$ cat src/rtl/acc_pkg.sv
package acc_pkg;
    // Which load-class result the accumulator takes.
    typedef enum logic [2:0] {
        SEL_NONE,
        SEL_AND,
        SEL_ADD,
        SEL_XFER,
        SEL_INP,
        SEL_CMA,
        SEL_CIR,
        SEL_CIL
    } load_sel_e;

    // What happens to the link flag.
    typedef enum logic [1:0] {
        LK_HOLD,
        LK_CLR,
        LK_LOAD,
        LK_INV
    } link_act_e;
endpackage

$ cat src/rtl/acc_prio.sv
module acc_prio
    import acc_pkg::*;
(
    input  logic      op_and,
    input  logic      op_add,
    input  logic      op_xfer,
    input  logic      op_inp,
    input  logic      op_cma,
    input  logic      op_cir,
    input  logic      op_cil,
    input  logic      op_cla,
    input  logic      op_inc,
    input  logic      op_cle,
    input  logic      op_cme,
    output logic      clr_acc,
    output load_sel_e load_sel,
    output logic      inc_acc,
    output link_act_e link_act
);
    logic any_load;
    logic load_drives_link;

    always_comb begin
        // Load order: and, add, xfer, inp, cma, cir, cil.
        if      (op_and)  load_sel = SEL_AND;
        else if (op_add)  load_sel = SEL_ADD;
        else if (op_xfer) load_sel = SEL_XFER;
        else if (op_inp)  load_sel = SEL_INP;
        else if (op_cma)  load_sel = SEL_CMA;
        else if (op_cir)  load_sel = SEL_CIR;
        else if (op_cil)  load_sel = SEL_CIL;
        else              load_sel = SEL_NONE;

        any_load = (load_sel != SEL_NONE);
        clr_acc  = op_cla;
        inc_acc  = op_inc && !op_cla && !any_load;

        // The link follows a winning add or shift only when the
        // accumulator is not being cleared.
        load_drives_link = !op_cla &&
                           ((load_sel == SEL_ADD) ||
                            (load_sel == SEL_CIR) ||
                            (load_sel == SEL_CIL));

        if      (op_cle)           link_act = LK_CLR;
        else if (load_drives_link) link_act = LK_LOAD;
        else if (op_cme)           link_act = LK_INV;
        else                       link_act = LK_HOLD;
    end
endmodule

$ cat src/rtl/acc_alu.sv
module acc_alu
    import acc_pkg::*;
#(
    parameter int W    = 16,
    parameter int IN_W = 8
) (
    input  logic [W-1:0]    acc,
    input  logic            link,
    input  logic [W-1:0]    dr,
    input  logic [IN_W-1:0] in_byte,
    input  load_sel_e       sel,
    output logic [W-1:0]    res,
    output logic            link_res
);
    logic [W:0] sum;

    always_comb begin
        sum      = {1'b0, acc} + {1'b0, dr};
        res      = acc;
        link_res = link;
        unique case (sel)
            SEL_AND:  res = acc & dr;
            SEL_ADD:  begin
                res      = sum[W-1:0];
                link_res = sum[W];
            end
            SEL_XFER: res = dr;
            SEL_INP:  res = {acc[W-1:IN_W], in_byte};
            SEL_CMA:  res = ~acc;
            SEL_CIR:  begin
                res      = {link, acc[W-1:1]};
                link_res = acc[0];
            end
            SEL_CIL:  begin
                res      = {acc[W-2:0], link};
                link_res = acc[W-1];
            end
            default:  res = acc;
        endcase
    end
endmodule

$ cat src/rtl/acc_skip.sv
module acc_skip #(
    parameter int W = 16
) (
    input  logic [W-1:0] acc,
    input  logic         link,
    output logic         pos,
    output logic         neg,
    output logic         zero,
    output logic         lz
);
    always_comb begin
        neg  = acc[W-1];
        pos  = !acc[W-1];
        zero = (acc == '0);
        lz   = !link;
    end
endmodule

$ cat src/rtl/acc_link_dp.sv
module acc_link_dp
    import acc_pkg::*;
#(
    parameter int W    = 16,
    parameter int IN_W = 8
) (
    input  logic            clk,
    input  logic            rst_n,
    input  logic [W-1:0]    dr_i,
    input  logic [IN_W-1:0] in_byte_i,
    input  logic            op_and,
    input  logic            op_add,
    input  logic            op_xfer,
    input  logic            op_inp,
    input  logic            op_cma,
    input  logic            op_cir,
    input  logic            op_cil,
    input  logic            op_cla,
    input  logic            op_inc,
    input  logic            op_cle,
    input  logic            op_cme,
    output logic [W-1:0]    acc_o,
    output logic            link_o,
    output logic            skip_pos_o,
    output logic            skip_neg_o,
    output logic            skip_zero_o,
    output logic            skip_lz_o
);
    typedef struct packed {
        logic [W-1:0] acc;
        logic         link;
    } state_t;

    state_t    st_d, st_q;
    logic      clr_acc, inc_acc;
    load_sel_e load_sel;
    link_act_e link_act;
    logic [W-1:0] alu_res;
    logic         alu_link;

    acc_prio u_prio (
        .op_and  (op_and),
        .op_add  (op_add),
        .op_xfer (op_xfer),
        .op_inp  (op_inp),
        .op_cma  (op_cma),
        .op_cir  (op_cir),
        .op_cil  (op_cil),
        .op_cla  (op_cla),
        .op_inc  (op_inc),
        .op_cle  (op_cle),
        .op_cme  (op_cme),
        .clr_acc (clr_acc),
        .load_sel(load_sel),
        .inc_acc (inc_acc),
        .link_act(link_act)
    );

    acc_alu #(.W(W), .IN_W(IN_W)) u_alu (
        .acc     (st_q.acc),
        .link    (st_q.link),
        .dr      (dr_i),
        .in_byte (in_byte_i),
        .sel     (load_sel),
        .res     (alu_res),
        .link_res(alu_link)
    );

    acc_skip #(.W(W)) u_skip (
        .acc (st_q.acc),
        .link(st_q.link),
        .pos (skip_pos_o),
        .neg (skip_neg_o),
        .zero(skip_zero_o),
        .lz  (skip_lz_o)
    );

    always_comb begin
        st_d = st_q;
        if (clr_acc)                    st_d.acc = '0;
        else if (load_sel != SEL_NONE)  st_d.acc = alu_res;
        else if (inc_acc)               st_d.acc = st_q.acc + 1'b1;

        unique case (link_act)
            LK_CLR:  st_d.link = 1'b0;
            LK_LOAD: st_d.link = alu_link;
            LK_INV:  st_d.link = ~st_q.link;
            default: st_d.link = st_q.link;
        endcase
    end

    always_ff @(posedge clk or negedge rst_n) begin
        if (!rst_n) st_q <= '0;
        else        st_q <= st_d;
    end

    assign acc_o  = st_q.acc;
    assign link_o = st_q.link;
endmodule

$ cat config.mk
export PLATFORM = sky130hd
export DESIGN_NAME = acc_link_dp
export DESIGN_NICKNAME = d
export VERILOG_FILES = /design/src/rtl/acc_pkg.sv /design/src/rtl/acc_prio.sv /design/src/rtl/acc_alu.sv /design/src/rtl/acc_skip.sv /design/src/rtl/acc_link_dp.sv
export SDC_FILE = /design/constraint.sdc
export NUM_CORES = 1
export LEC_CHECK = 0
export ABC_AREA = 1
export BUFFER_PORTS_ARGS = -buffer_cell sky130_fd_sc_hd__buf_2
export CAP_MARGIN = 10
export CORE_MARGIN = 5
export CORE_UTILIZATION = 35
export DETAILED_ROUTE_END_ITERATION = 8
export HOLD_SLACK_MARGIN = 0.06
export PLACE_DENSITY = 0.52
export SLEW_MARGIN = 20
export SYNTH_ARGS = -nofsm -noshare
export SYNTH_HDL_FRONTEND = slang
export SYNTH_SLANG_ARGS = --single-unit
$ cat constraint.sdc
create_clock -name clk -period 6.83 [get_ports clk]
set_clock_uncertainty 0.2 [all_clocks]
set_input_delay 0.3415 -clock clk [delete_from_list [all_inputs] [get_ports clk]]
set_output_delay 0.3415 -clock clk [all_outputs]
set_load 0.02 [all_outputs]
# == Yosys cells after proc, flatten, opt, wreduce, memory -nomap -nowiden ==
# Cells that the tools add are included.
# op_classes
add_sub_neg,2
eq_ne,14
muxes,16
bitwise,3
n_reduce_logical,16
# op_table
op,n
16-bit one-hot mux with 7 select lines,1
16-bit 2-to-1 mux,3
3-bit 2-to-1 mux,7
16-bit by 16-bit adder with 17-bit output,1
"16-bit by 1-bit adder with 16-bit output, second input constant",1
16-bit AND,1
16-bit zero test,1
16-bit NOT,1
"3-bit == test, second input constant",4
"9-bit by 2-bit inequality test with 1-bit output, second input constant",1
3-bit nonzero test,3
"8-bit by 2-bit inequality test with 1-bit output, second input constant",1
"3-bit by 2-bit == test with 1-bit output, second input constant",2
2-bit 2-to-1 mux,3
1-bit one-hot mux with 3 select lines,2
"2-bit == test, second input constant",2
1-bit zero test,4
"4-bit by 1-bit inequality test with 1-bit output, second input constant",1
2-bit AND reduction,2
"3-bit by 1-bit == test with 1-bit output, second input constant",1
1-bit logical AND,3
"3-bit inequality test, second input constant",1
3-bit AND reduction,1
"2-bit by 1-bit == test with 1-bit output, second input constant",1
2 further kinds,3
# word_totals
register_bits,17
input_bits,37
output_inout_bits,21
wordCells,54

# == Longest topological paths before layout ==
# Gate-level depths: netlist of the first run.
# logic_depth
depth_word,16
depth_mapped,15
mapped_depth_nobuf,15

# == Cells and area by module ==
# From an unflattened synthesis of the first run, not the netlist that was laid out.
# hier_totals
cells_unflattened,629
area_unflattened_um2,3429.5
# by_module_without_submodules
module,instances,cells_per_inst,area_each_um2,seq_area_each_um2
acc_alu,1,375,1924.3,0.0
acc_link_dp,1,192,1233.7,425.4
acc_prio,1,32,150.1,0.0
acc_skip,1,30,121.4,0.0

# == Worst setup path before layout of the first run ==
# Ideal clock, no wire load.
# synth_timing
path_kind,reg2reg
start,register st_q (netlist bit acc_o[0])
end,register st_q (netlist bit acc_o[14])
setup_time_ns,0.117
t_arrival_ns,2.055
t_required_ns,6.513
setup_slack_ns,4.458
path_stages_with_launch,16
path_buffers,0
period_less_slack_ns,2.372
path_cell_list,dfrtp_1 ha_1 inv_1 fa_1 inv_1 nand2_1 a21oi_1 nand2_1 nand2_1 nand2_1 nand2_1 nand2_1 nand3_1 nand3_1 nand2_1 nand2_1
# synth_between
elab_chain_cells,4
word_cells_on_any_way,6
cone_classes,add/sub (2); mux (4)
# synth_rtl
element,line_no,source
from (decl),acc_link_dp.sv:34,"state_t st_d, st_q;"
from (signal assigned),acc_link_dp.sv:94,else st_q <= st_d;
16-bit by 16-bit adder with 17-bit output or 16-bit by 1-bit adder with 16-bit output (tied branches),"acc_alu.sv:18, acc_link_dp.sv:82",
16-bit one-hot mux with 7 select lines or 16-bit 2-to-1 mux (tied branches),"acc_alu.sv:21, acc_link_dp.sv:82",
16-bit 2-to-1 mux (*),acc_link_dp.sv:81,else if (load_sel != SEL_NONE) st_d.acc = alu_res;
16-bit 2-to-1 mux (*),acc_link_dp.sv:80,if (clr_acc) st_d.acc = '0;
# Mark *: on every way between the ends. The rest lies on a longest branch, timed or not. The select of a mux whose other input is x is not followed.
# A chain may end at the register's enable or synchronous reset.

# == Final worst setup path of the first run ==
# Same ends and word-level chain as after synthesis.

==> summary.md, run 1 <==
| Metric | Value |
|---|---|
| Clock Tree Root | clkbuf_8 |
| Die Ht | 104 um |
| Post-synthesis mux area share | 0 |
| Slew Viols, Final | 0 |
| Fmax | 0.379 GHz |
| Number of synthesized flops with an enable pin | 0 |
| Syn Nets | 612 |
| Main synth FF type | dfrtp_1 |
| DRT iter0 DRCs | 224 |
| Post-synthesis register bit count | 17 |
| Vias per std cell | 5.32 |
| Critical Path AT | 2.59 ns |
| Setup CP Type | reg -> reg |
| Xor/xnor share of the synthesized area | 0.0198 |
| Mapped Cells | 556 |
| Setup tns final | 0 ns |
| Initial Util | 0.358 |
| Worst path max stage delay | 0.52 ns |
| DR pass1 iterations | 4 |
| Area share of and/or/nand/nor cells after synthesis | 0.511 |
| Initial antenna violation count | 0 |
| Status | complete, no violations |
| Antenna-violating nets left | 0 |
| WL per Instance | 16.6 um |
| N_diodes | 0 |
| Final hold slack | 0.127 ns |
| Worst Max-Slew Pin Slew | 0.666 ns |
| Worst-path fanout max | 8 |
| CTS tree | done |
| RSZ-0062 raised after global routing | false |
| Layout Area Growth over Synthesis | 12.7% |
| Worst path buffer plus inverter count | 2 |
| Vias in the first global route | 3638 |
| Maxcap violations | 0 |
| Global Route Usage Sum | 0.210 |
| PwrDens | 129 nW/um^2 |
| VDD IR-drop max | 0.0627 mV |
| Num CTS Buffers | 3 |
| Core area | 8680 um^2 |
| Tmin final | 2.64 ns |
| Worst rel slew slack | 0.556 |
| CP top delay family | simple AND/OR/NAND/NOR gates |
| Inst Count DP | roughly 700 |
| Gpl congestion | 0.872 |
| Post-CTS repair timing setup buffer count | 0 |
| Slowest cell on crit path | dfrtp_1 |
| Adder and majority cell fraction of the synthesized area | 0.0790 |
| Pin count of the biggest net entering global routing | 25 |
| Ports | 58 |
| Port Buffers | 57 |
| Hold Path Class | in -> reg |
| Most used cell, CP | nand2_1 |
| Clk_lat worst skew | 0.26 ns |
| Worst Setup Start Kind | flip-flop |
| Cell Area, Synth | 3100 um^2 |
| DIE AREA | 10900 um^2 |
| Total number of vias | 3802 |
| First-pass GRT wire length | 18800 um |
| Compound-Gate Fraction of Synth Area | 0.137 |
| Synth async-reset ratio | 1.00 |
| Non-filler instance count after layout | 715 |
| Crit path cell chain | ha_1 > inv_1 > fa_1 > inv_1 > nand2_1 > a21oi_1 > nand2_1 > nand2_1 > nand2_1 > nand2_1 > nand2_1 > nand3_1 > nand3_1 > nand2_1 > nand2_1 |
| H-tree Lvls | 1 |
| Clk buf depth | 2 |
| Leakage | between 0.0015 and 0.002 uW |
| Worst-path clk slew | approximately 0.080 ns |
| Setup-failing EPs final | 0 |
| Sink Count | 17 |
| Core Rows | 34 |
| DRC | 0 |
| Final HPWL DP | 9500 um |
| Register area share after synthesis | 0.137 |
| Nets | 664 |
| Req. time, crit path | 6.79 ns |
| Hold Fails Final Rpt | 0 |
| Main combinational cell family by area after synthesis | simple AND/OR/NAND/NOR gates |
| Avg Cell Area, Syn | 5.58 um^2 |
| WL final | approximately 12000 um |
| Power after layout | between 400 and 500 uW |
| Layout cell share with drive strength beyond 1 | 0.157 |
| Final period util | 0.386 |
| Synth Warn # | 0 |
| Synth cell types | 38 |
| GRT overflow | 0 |
| Die X-Extent | approximately 100 um |
| Crit end category | flip-flop |
==> per-stage QoR <==
step                      area [um^2]  worst slack, ns   util
final                            3500             4.19  0.403
after floorplan                  3100             4.46      -
after global placement           3440             4.32  0.397
after CTS                        3500             4.23  0.403
after global routing             3500             3.95  0.403
after detailed placement         3440             4.24  0.397
==> logic make-up (layout without fill, tap and decap cells) <==
logic type      Yosys count  count (layout)
flops                    17              17
xor+xnor                  7               7
buf+inv                  85             136
compound gates           77              77
simple gates            351             351
fa+ha+maj                19              19
==> registers in the layout, summed over array words and instances, names as in the netlist <==
| signal | flops |
|---|---|
| acc_o | 16 |
| link_o | 1 |
==> area by class of cell <==
type	count	area (um^2)
timing repair buffer	59	303
fill	984	5180
clock buffer	4	45.0
tap	108	135
sequential	17	425
inverter	73	274
multi-input combinational	454	2320
==> cell usage after synthesis, types with 2 or more instances <==
cell type,n,area [um^2]
inv_1,66,248
buf_4,2,15.0
inv_2,6,22.5
dfrtp_1,17,425
nor2_2,5,31.3
buf_2,4,20.0
nor4_1,3,18.8
o21bai_1,2,15.0
nand4_1,16,100
nor2_1,53,199
o21ai_0,31,155
nand2_2,5,31.3
xor2_1,7,61.3
nand2_4,3,33.8
nor3_2,3,30.0
a21oi_1,35,175
nand2_1,193,724
or2_2,4,25.0
buf_6,4,45.0
nor3_1,3,15.0
nand3b_1,8,60.1
nor2_4,3,33.8
ha_1,18,225
o21a_1,2,15.0
nand3_1,48,240
a31oi_1,3,18.8
==> report_power, final <==
| group | switching [uW] | internal (uW) | total [uW] | leakage [uW] |
|---|---|---|---|---|
| sequential | 25.9 | 110 | 136 | 0.000228 |
| combinational | 154 | 79.0 | 233 | 0.00163 |
| clock | 41.5 | 41.6 | 83.1 | 0.0000228 |
==> final timing paths <==
kind                           start         to  slack, ns  depth (start not counted)
max                         acc_o[0]  acc_o[14]       4.19                         15
min                           op_cle     link_o       0.13                          3
max reg2reg                 acc_o[0]  acc_o[14]       4.19                         15
min reg2reg                acc_o[14]  acc_o[14]       0.40                          2
max in group asynchronous      rst_n  acc_o[10]       5.76                          2
min in group asynchronous      rst_n   acc_o[2]       0.35                          2
==> cells in the final DEF, fill, tap and decap left out <==
master           n
nand2_4          3
a31oi_1          3
fa_1             1
clkbuf_8         3
nand3b_1         8
a22oi_2          1
nand2_1        193
nand3_1         48
clkinv_1         1
or2_1            1
o21ai_0         31
nor3_2           3
a21oi_1         35
nor2_8           1
o21ai_2          1
dfrtp_1         17
dlygate4sd3_1    1
nor4_1           3
clkbuf_1         1
and2_1           1
nand4_1         16
o211ai_1         1
ha_1            18
nand2_2          5
inv_2            6
nor3_1           3
o21a_1           2
buf_4            1
buf_2           57
inv_1           66
nand3_2          1
nor2_4           3
nor2_2           5
a21oi_4          1
nor2_1          53
xor2_1           7
o21bai_1         2
or2_2            4
==> metal layers <==
metal  vias up  wire length, um  GRT usage
met5         -                0          0
met1      1748             5260      0.276
met4         0              264     0.0583
met3        22              674     0.0348
li1       1901                -          -
met2       131             5650      0.354
==> worst reg2reg max path, cell delays in order (launching register included) <==
cell	delay, ns
dfrtp_1	0.52
ha_1	0.25
inv_1	0.08
fa_1	0.36
inv_1	0.07
nand2_1	0.06
a21oi_1	0.27
nand2_1	0.11
nand2_1	0.12
nand2_1	0.08
nand2_1	0.09
nand2_1	0.05
nand3_1	0.07
nand3_1	0.07
nand2_1	0.07
nand2_1	0.04
==> repair_timing <==
action	CTS	global route
endpoints found under the hold margin	17	0
hold buffers	1	0
resized for setup	0	0
(Power assumes the default switching activity.)
==> run 2: changes to the inputs <==
- ABC_AREA: 1 -> 0
- clock period: 6.83 -> 2.65 ns (I/O delays scaled with it)
==> run 2 against run 1 <==
- worst hold slack better by 0.032 ns
- flip-flop and latch count did not move
- final cell count shrank 16%
- design area increased by 5.8%
- sequential share of layout area is 0.60 points lower
- die area is 4.2% lower
- routed wire length grew 9.8%
- core utilization is 4.7 points higher
- largest power group unchanged
==> summary.md, run 2 <==
| Metric | Value |
|---|---|
| Status | complete, no violations |
| Max FFs per register | 16 (unchanged) |
| Clk_lat worst skew | 0.27 ns (about the same) |
| Commonest cells after routing, fill and taps aside | buf_2, a21oi_1, buf_4, nor2_1, nand2_1 |
| Worst-path fanout max | 7 (-1) |
| Core Rows | 33 (-2.9%) |
| H-tree Lvls | 1 (unchanged) |
| Final hold slack | 0.159 ns (+0.0319 ns) |
| Most Used Layer, Global Route | met2 |
| Worst Setup Start Kind | flip-flop |
| Most common cell after layout, fill and taps aside | buf_2 |
| Synth top area share | 0.144 (-0.0897) |
| Layout Area Growth over Synthesis | 25.0% |
| Fillers | 872 (-11%) |
| Post-synthesis mux area share | 0.0241 (+0.0241) |
| DR pass1 iterations | 6 (+2) |
| N_diodes | 0 (unchanged) |
| Final HPWL DP | 10000 um (+5.3%) |
| Fmax | 0.391 GHz (+3.0%) |
| Maxcap violations | 0 (unchanged) |
| Avg Cell Area, Syn | 7.19 um^2 (+29%) |
| Synth top cells by count | a21oi_1, nor2_1, nand2_1 |
| Area share of and/or/nand/nor cells after synthesis | 0.266 (-0.245) |
| Tmin final | 2.56 ns (-0.0770 ns) |
| Compound-Gate Fraction of Synth Area | 0.382 (+0.245) |
| Antenna-violating nets left | 0 (unchanged) |
| Non-filler instance count after layout | 598 (-16%) |
| Count leader, synth | a21oi_1 |
| Cell Area, Synth | 2960 um^2 (-4.6%) |
| Slew Viols, Final | 0 (unchanged) |
| Synth cell types | 71 (+87%) |
| Worst-path clk slew | 0.09 ns (about the same) |
| Syn Nets | 468 (-24%) |
| Clk buf depth | 2 (unchanged) |
| Initial Util | 0.360 (+0.00259) |
| Vias per std cell | 6.35 (+19%) |
| Hold Path Class | in -> async |
| Register area share after synthesis | 0.144 (+0.00666) |
| Die X-Extent | 102 um (-2.1%) |
| Inst Count DP | 588 (-17%) |
| Critical Path AT | 2.53 ns (-0.06 ns) |
| Die Ht | 102 um (-2.1%) |
| CTS tree | done |
| Initial antenna violation count | 0 (unchanged) |
| DRT iter0 DRCs | 319 (+42%) |
| PwrDens | 367 nW/um^2 (+180%) |
| Synth Warn # | 0 (unchanged) |
| Main synth FF type | dfrtp_1 |
| DIE AREA | 10400 um^2 (-4.2%) |
| Ports | 58 (unchanged) |
| Power after layout | 1360 uW (+200%) |
| Sink Count | 17 (unchanged) |
| Ranking of synthesized cells by area | dfrtp_1, a21oi_1, ha_1 |
| Global Route Usage Sum | 0.249 (+0.0388) |
| Post-synthesis register bit count | 17 (unchanged) |
| Design area | 3700 um^2 (+5.8%) |
| VDD IR-drop max | 0.191 mV (+200%) |
| M1 GR Usage | 0.325 (+0.0489) |
| Setup-failing EPs final | 0 (unchanged) |
| Total number of vias | 3797 (-0.13%) |
| R2R cell count | 8 (-7) |
| Worst Max-Slew Pin Slew | 0.542 ns (-0.124 ns) |
| Area leader, netlist | dfrtp_1 |
| First-pass GRT wire length | 20100 um (+6.9%) |
| Mapped Cells | 412 (-26%) |
| Port Buffers | 57 (unchanged) |
| DRC | 0 (unchanged) |
| GRT overflow | 0 (unchanged) |
| Worst rel slew slack | 0.638 (+0.0821) |
| M3 GR Usage | 0.0369 (+0.00210) |
| WL final | 13000 um (+9.8%) |
| Xor/xnor share of the synthesized area | 0.0414 (+0.0217) |
| Synth async-reset ratio | 1.00 (unchanged) |
| Num CTS Buffers | 3 (unchanged) |
| WL per Instance | 21.8 um (+31%) |
| Number of synthesized flops with an enable pin | 0 (unchanged) |
| Pin count of the biggest net entering global routing | 33 (+32%) |
| Layout cell share with drive strength beyond 1 | 0.266 (+0.109) |
| Final period util | 0.966 (+0.580) |
| Req. time, crit path | 2.62 ns (-4.17 ns) |
| Crit end category | flip-flop |
| Nets | 550 (-17%) |
| Hold Fails Final Rpt | 0 (unchanged) |
| Core area | 8220 um^2 (-5.3%) |
| RSZ-0062 raised after global routing | true |
| Main combinational cell family by area after synthesis | compound AO/OA/AOI/OAI gates |
| Adder and majority cell fraction of the synthesized area | 0.0828 (+0.00384) |
| Gpl congestion | 0.947 (+8.6%) |
| Grt met2 use | 0.416 (+0.0620) |
| Setup CP Type | reg -> reg |
| Post-DP Area | 3550 um^2 (+3.2%) |
| Leakage | 0.00156 uW (-17%) |
| Vias in the first global route | 3622 (-0.44%) |
| Clock Tree Root | clkbuf_8 |
-- run 2: power breakdown --
group / internal [uW] / switching, uW / leakage [uW]
Sequential: 285 / 22.8 / 0.000223
Combinational: 327 / 488 / 0.00131
Clock: 105 / 128 / 0.0000255
-- run 2: layer usage --
metal,up-vias,share of wire,wire length [um]
li1,1742,-,-
met1,1818,0.42,5470
met2,207,0.46,6020
met3,30,0.082,1060
met4,0,0.035,462
met5,-,0,0
-- run 2: area by class of cell --
cell class,count,area (um^2),area share
repair buffers,102,633,0.171
clock inverters,1,5.00,0.00135
well taps,105,131,0.0355
multi-input cells,354,2400,0.649
inverters,16,60.1,0.0162
clock buffers,3,41.3,0.0112
flip-flops and latches,17,428,0.116
-- run 2: worst paths after layout --
path	start	end	slack, ns
max	acc_o[9]	acc_o[15]	0.09
min reg2reg	acc_o[15]	acc_o[15]	0.47
min in group clk	op_inc	acc_o[1]	0.16
max reg2reg	acc_o[9]	acc_o[15]	0.09
min	rst_n	acc_o[9]	0.16
max in group asynchronous	rst_n	acc_o[0]	1.71
-- run 2: cell families after synthesis --
kind of cell / count (synthesis)
xor+xnor: 14
simple gates: 148
mux: 7
flops: 17
compound gates: 166
buf+inv: 41
fa+ha+maj: 19
-- run 2: repair_timing --
item / 4_1_cts / 5_1_grt
gates resized for setup: 2 / 10
endpoints found under the hold margin: 20 / 0
pin swaps: 3 / 3
buffers inserted: 1 / 1
setup endpoints to repair: 2 / 7
hold buffers: 4 / 0
-- run 2: through the flow --
stage               setup TNS (ns)  utilization  setup WS [ns]
finish                           0        0.450         0.0901
global route               -0.0312        0.450        -0.0275
CTS                              0        0.445        0.00695
detailed placement         -0.0233        0.432        -0.0233
global placement                 0        0.432         0.0369
floorplan                        0            -        0.00779
-- run 2: worst max-delay path, cell delays in order, from the launching register on --
cell,delay (ns)
dfrtp_1,0.39
ha_1,0.35
a21o_1,0.22
a221oi_1,0.44
o21ai_0,0.20
o2bb2ai_1,0.18
mux2i_1,0.23
a221oi_2,0.09
a21o_1,0.16
==> run 3: changes to the inputs <==
- PLACE_DENSITY: 0.52 -> 0.55
- clock period: 2.65 -> 2.5 ns (I/O delays scaled with it)
==> run 3 against run 2 <==
- clock-buffer cell count increased by 1
- flip-flop and latch count unchanged
- critical endpoint is now link_o
- sequential share of layout area is 0.49 points lower
- largest cell class unchanged
==> summary.md, run 3 (synthesis gave the netlist of run 2 again) <==
| Metric | Value |
|---|---|
| Status | complete, no violations |
| Pin count of the biggest net entering global routing | 33 (unchanged) |
| Critical Path AT | 2.48 ns (-0.05 ns) |
| Setup crit start | acc_o[0] |
| Final period util | 0.996 (+0.0302) |
| N_diodes | 0 (unchanged) |
| WL final | 13400 um (+2.8%) |
| Initial antenna violation count | 0 (unchanged) |
| RSZ-0062 raised after global routing | true |
| Clk_lat worst skew | 0.28 ns (about the same) |
| Port Buffers | 57 (unchanged) |
| Worst rel slew slack | 0.541 (-0.0964) |
| Final core utilization | 0.470 (+0.0199) |
| Ports | 58 (unchanged) |
| H-tree Lvls | 1 (unchanged) |
| Worst-path fanout max | 3 (-4) |
| Pint | 795 uW (+11%) |
| Worst R2R Setup Slack | 0.01 ns (-0.08 ns) |
| Vias per std cell | 6.34 (-0.19%) |
| VDD IR-drop max | 0.168 mV (-12%) |
| Clk pwr share | 0.170 (-0.002) |
| Psw | 682 uW (+6.8%) |
| Gate power share | 0.611 (+0.010) |
| Gpl congestion | 1.03 (+8.3%) |
| Hold Fails Final Rpt | 0 (unchanged) |
| Sink Count | 17 (unchanged) |
| DIE AREA | 10400 um^2 (unchanged) |
| Register Area | 428 um^2 (unchanged) |
| Antenna-violating nets left | 0 (unchanged) |
| Core area | 8220 um^2 (unchanged) |
| Core Rows | 33 (unchanged) |
| DRC | 0 (unchanged) |
| Layout Area Growth over Synthesis | 30.6% |
| Vias in the first global route | 3841 (+6.0%) |
| Req. time, crit path | 2.49 ns (-0.13 ns) |
| Leakage | 0.00166 uW (+6.5%) |
| Nets | 571 (+3.8%) |
| WL per Instance | 21.6 um (-0.67%) |
| Total number of vias | 3923 (+3.3%) |
| Area of the multi-input gates | 2400 um^2 (-0.21%) |
| Sw frac | 0.462 (-0.00903) |
| Min-delay src | op_inc |
| FF-to-FF Start | acc_o[0] |
| Final HPWL DP | 10300 um (+3.1%) |
| Most common cell after layout, fill and taps aside | buf_4 |
| GRT overflow | 0 (unchanged) |
| Fmax | 0.402 GHz (+2.8%) |
| Inst Count DP | 607 (+3.2%) |
| Commonest cells after routing, fill and taps aside | buf_4, buf_2, a21oi_1, nor2_1, nand2_1 |
| Setup CP Type | reg -> reg |
| Die X-Extent | 102 um (unchanged) |
| Worst Setup Start Kind | flip-flop |
| Worst-path clk slew | 0.09 ns (about the same) |
| Clock Tree Root | clkbuf_8 |
| Num CTS Buffers | 3 (unchanged) |
| Layout cell share with drive strength beyond 1 | 0.292 (+0.0261) |
| Crit end category | flip-flop |
| Global Route Usage Sum | 0.259 (+0.0105) |
| Slew Viols, Final | 0 (unchanged) |
| PwrDens | 382 nW/um^2 (+4.3%) |
| Non-filler instance count after layout | 619 (+3.5%) |
| Initial Util | 0.360 (unchanged) |
| CTS tree | done |
| Max FFs per register | 16 (unchanged) |
| Die Ht | 102 um (unchanged) |
| Setup-failing EPs final | 0 (unchanged) |
| Tmin final | 2.49 ns (-0.0695 ns) |
| Final hold slack | 0.139 ns (-0.0196 ns) |
| Sequential Power Share | 0.219 (-0.008) |
| DR pass1 iterations | 6 (unchanged) |
| DRT iter0 DRCs | 437 (+37%) |
| First-pass GRT wire length | 20800 um (+3.6%) |
| Worst Max-Slew Pin Slew | 0.682 ns (+0.140 ns) |
| Fillers | 856 (-1.8%) |
| Hold Path Class | in -> reg |
| Worst Slack Setup Final | 0.00959 ns (-0.0805 ns) |
| Clk buf depth | 2 (unchanged) |
| Pre-CTS setup slack | -0.0673 ns (-0.0440 ns) |
| Maxcap violations | 0 (unchanged) |
## run 3: layer usage
layer  track usage  vias to the layer above  share of wire
met2         0.428                      246           0.46
met4         0.116                        0          0.046
met1         0.341                     1837           0.40
met5             0                        -              0
li1              -                     1789              -
met3        0.0287                       51          0.095
## run 3: stage by stage
stage                TNS, ns  total power [uW]  instance area (um^2)
floorplan            -0.0108               855                  2980
global placement    -0.00998              1180                  3730
detailed placement   -0.0673              1190                  3730
CTS                        0              1460                  3830
global route          -0.282              1560                  3860
finish                     0              1480                  3860
## run 3: cell type report
class,instances,area share
multi-input combinational,354,0.620
inverter,16,0.0155
sequential,17,0.111
tap,105,0.0340
clock buffer,4,0.0117
timing repair buffer,123,0.208
## run 3: worst paths after layout
kind | to | depth (start not counted)
setup reg to reg | link_o | 10
max in group asynchronous | acc_o[1] | 2
hold / removal | acc_o[1] | 3
setup / recovery | link_o | 10
hold reg to reg | acc_o[15] | 2
min in group asynchronous | acc_o[12] | 2
## run 3: what timing repair did
action | CTS | global route
gates resized for setup | 5 | 3
setup buffers | 1 | 3
endpoints found under the setup margin | 2 | 8
hold endpoints to repair | 19 | 0
hold buffers | 4 | 0
pin swaps | 2 | 3
## run 3: power by group through the flow
| stage | sequential, uW | clock, uW | combinational [uW] |
|---|---|---|---|
| after CTS | 324 | 253 | 879 |
| after global placement | 328 | 0 | 852 |
| final | 324 | 251 | 902 |
| after detailed placement | 329 | 0 | 861 |
| after floorplan | 381 | 0 | 474 |
| after global routing | 327 | 255 | 974 |
## run 3: critical path, cell delays in order, from the launching register on
cell and delay (ns):
dfrtp_2 0.39, ha_4 0.14, inv_2 0.03, fa_2 0.34, nor2b_2 0.13, o31a_1 0.16
a21oi_2 0.09, o211ai_1 0.25, o2111ai_2 0.18, a31o_2 0.25, a221oi_2 0.22
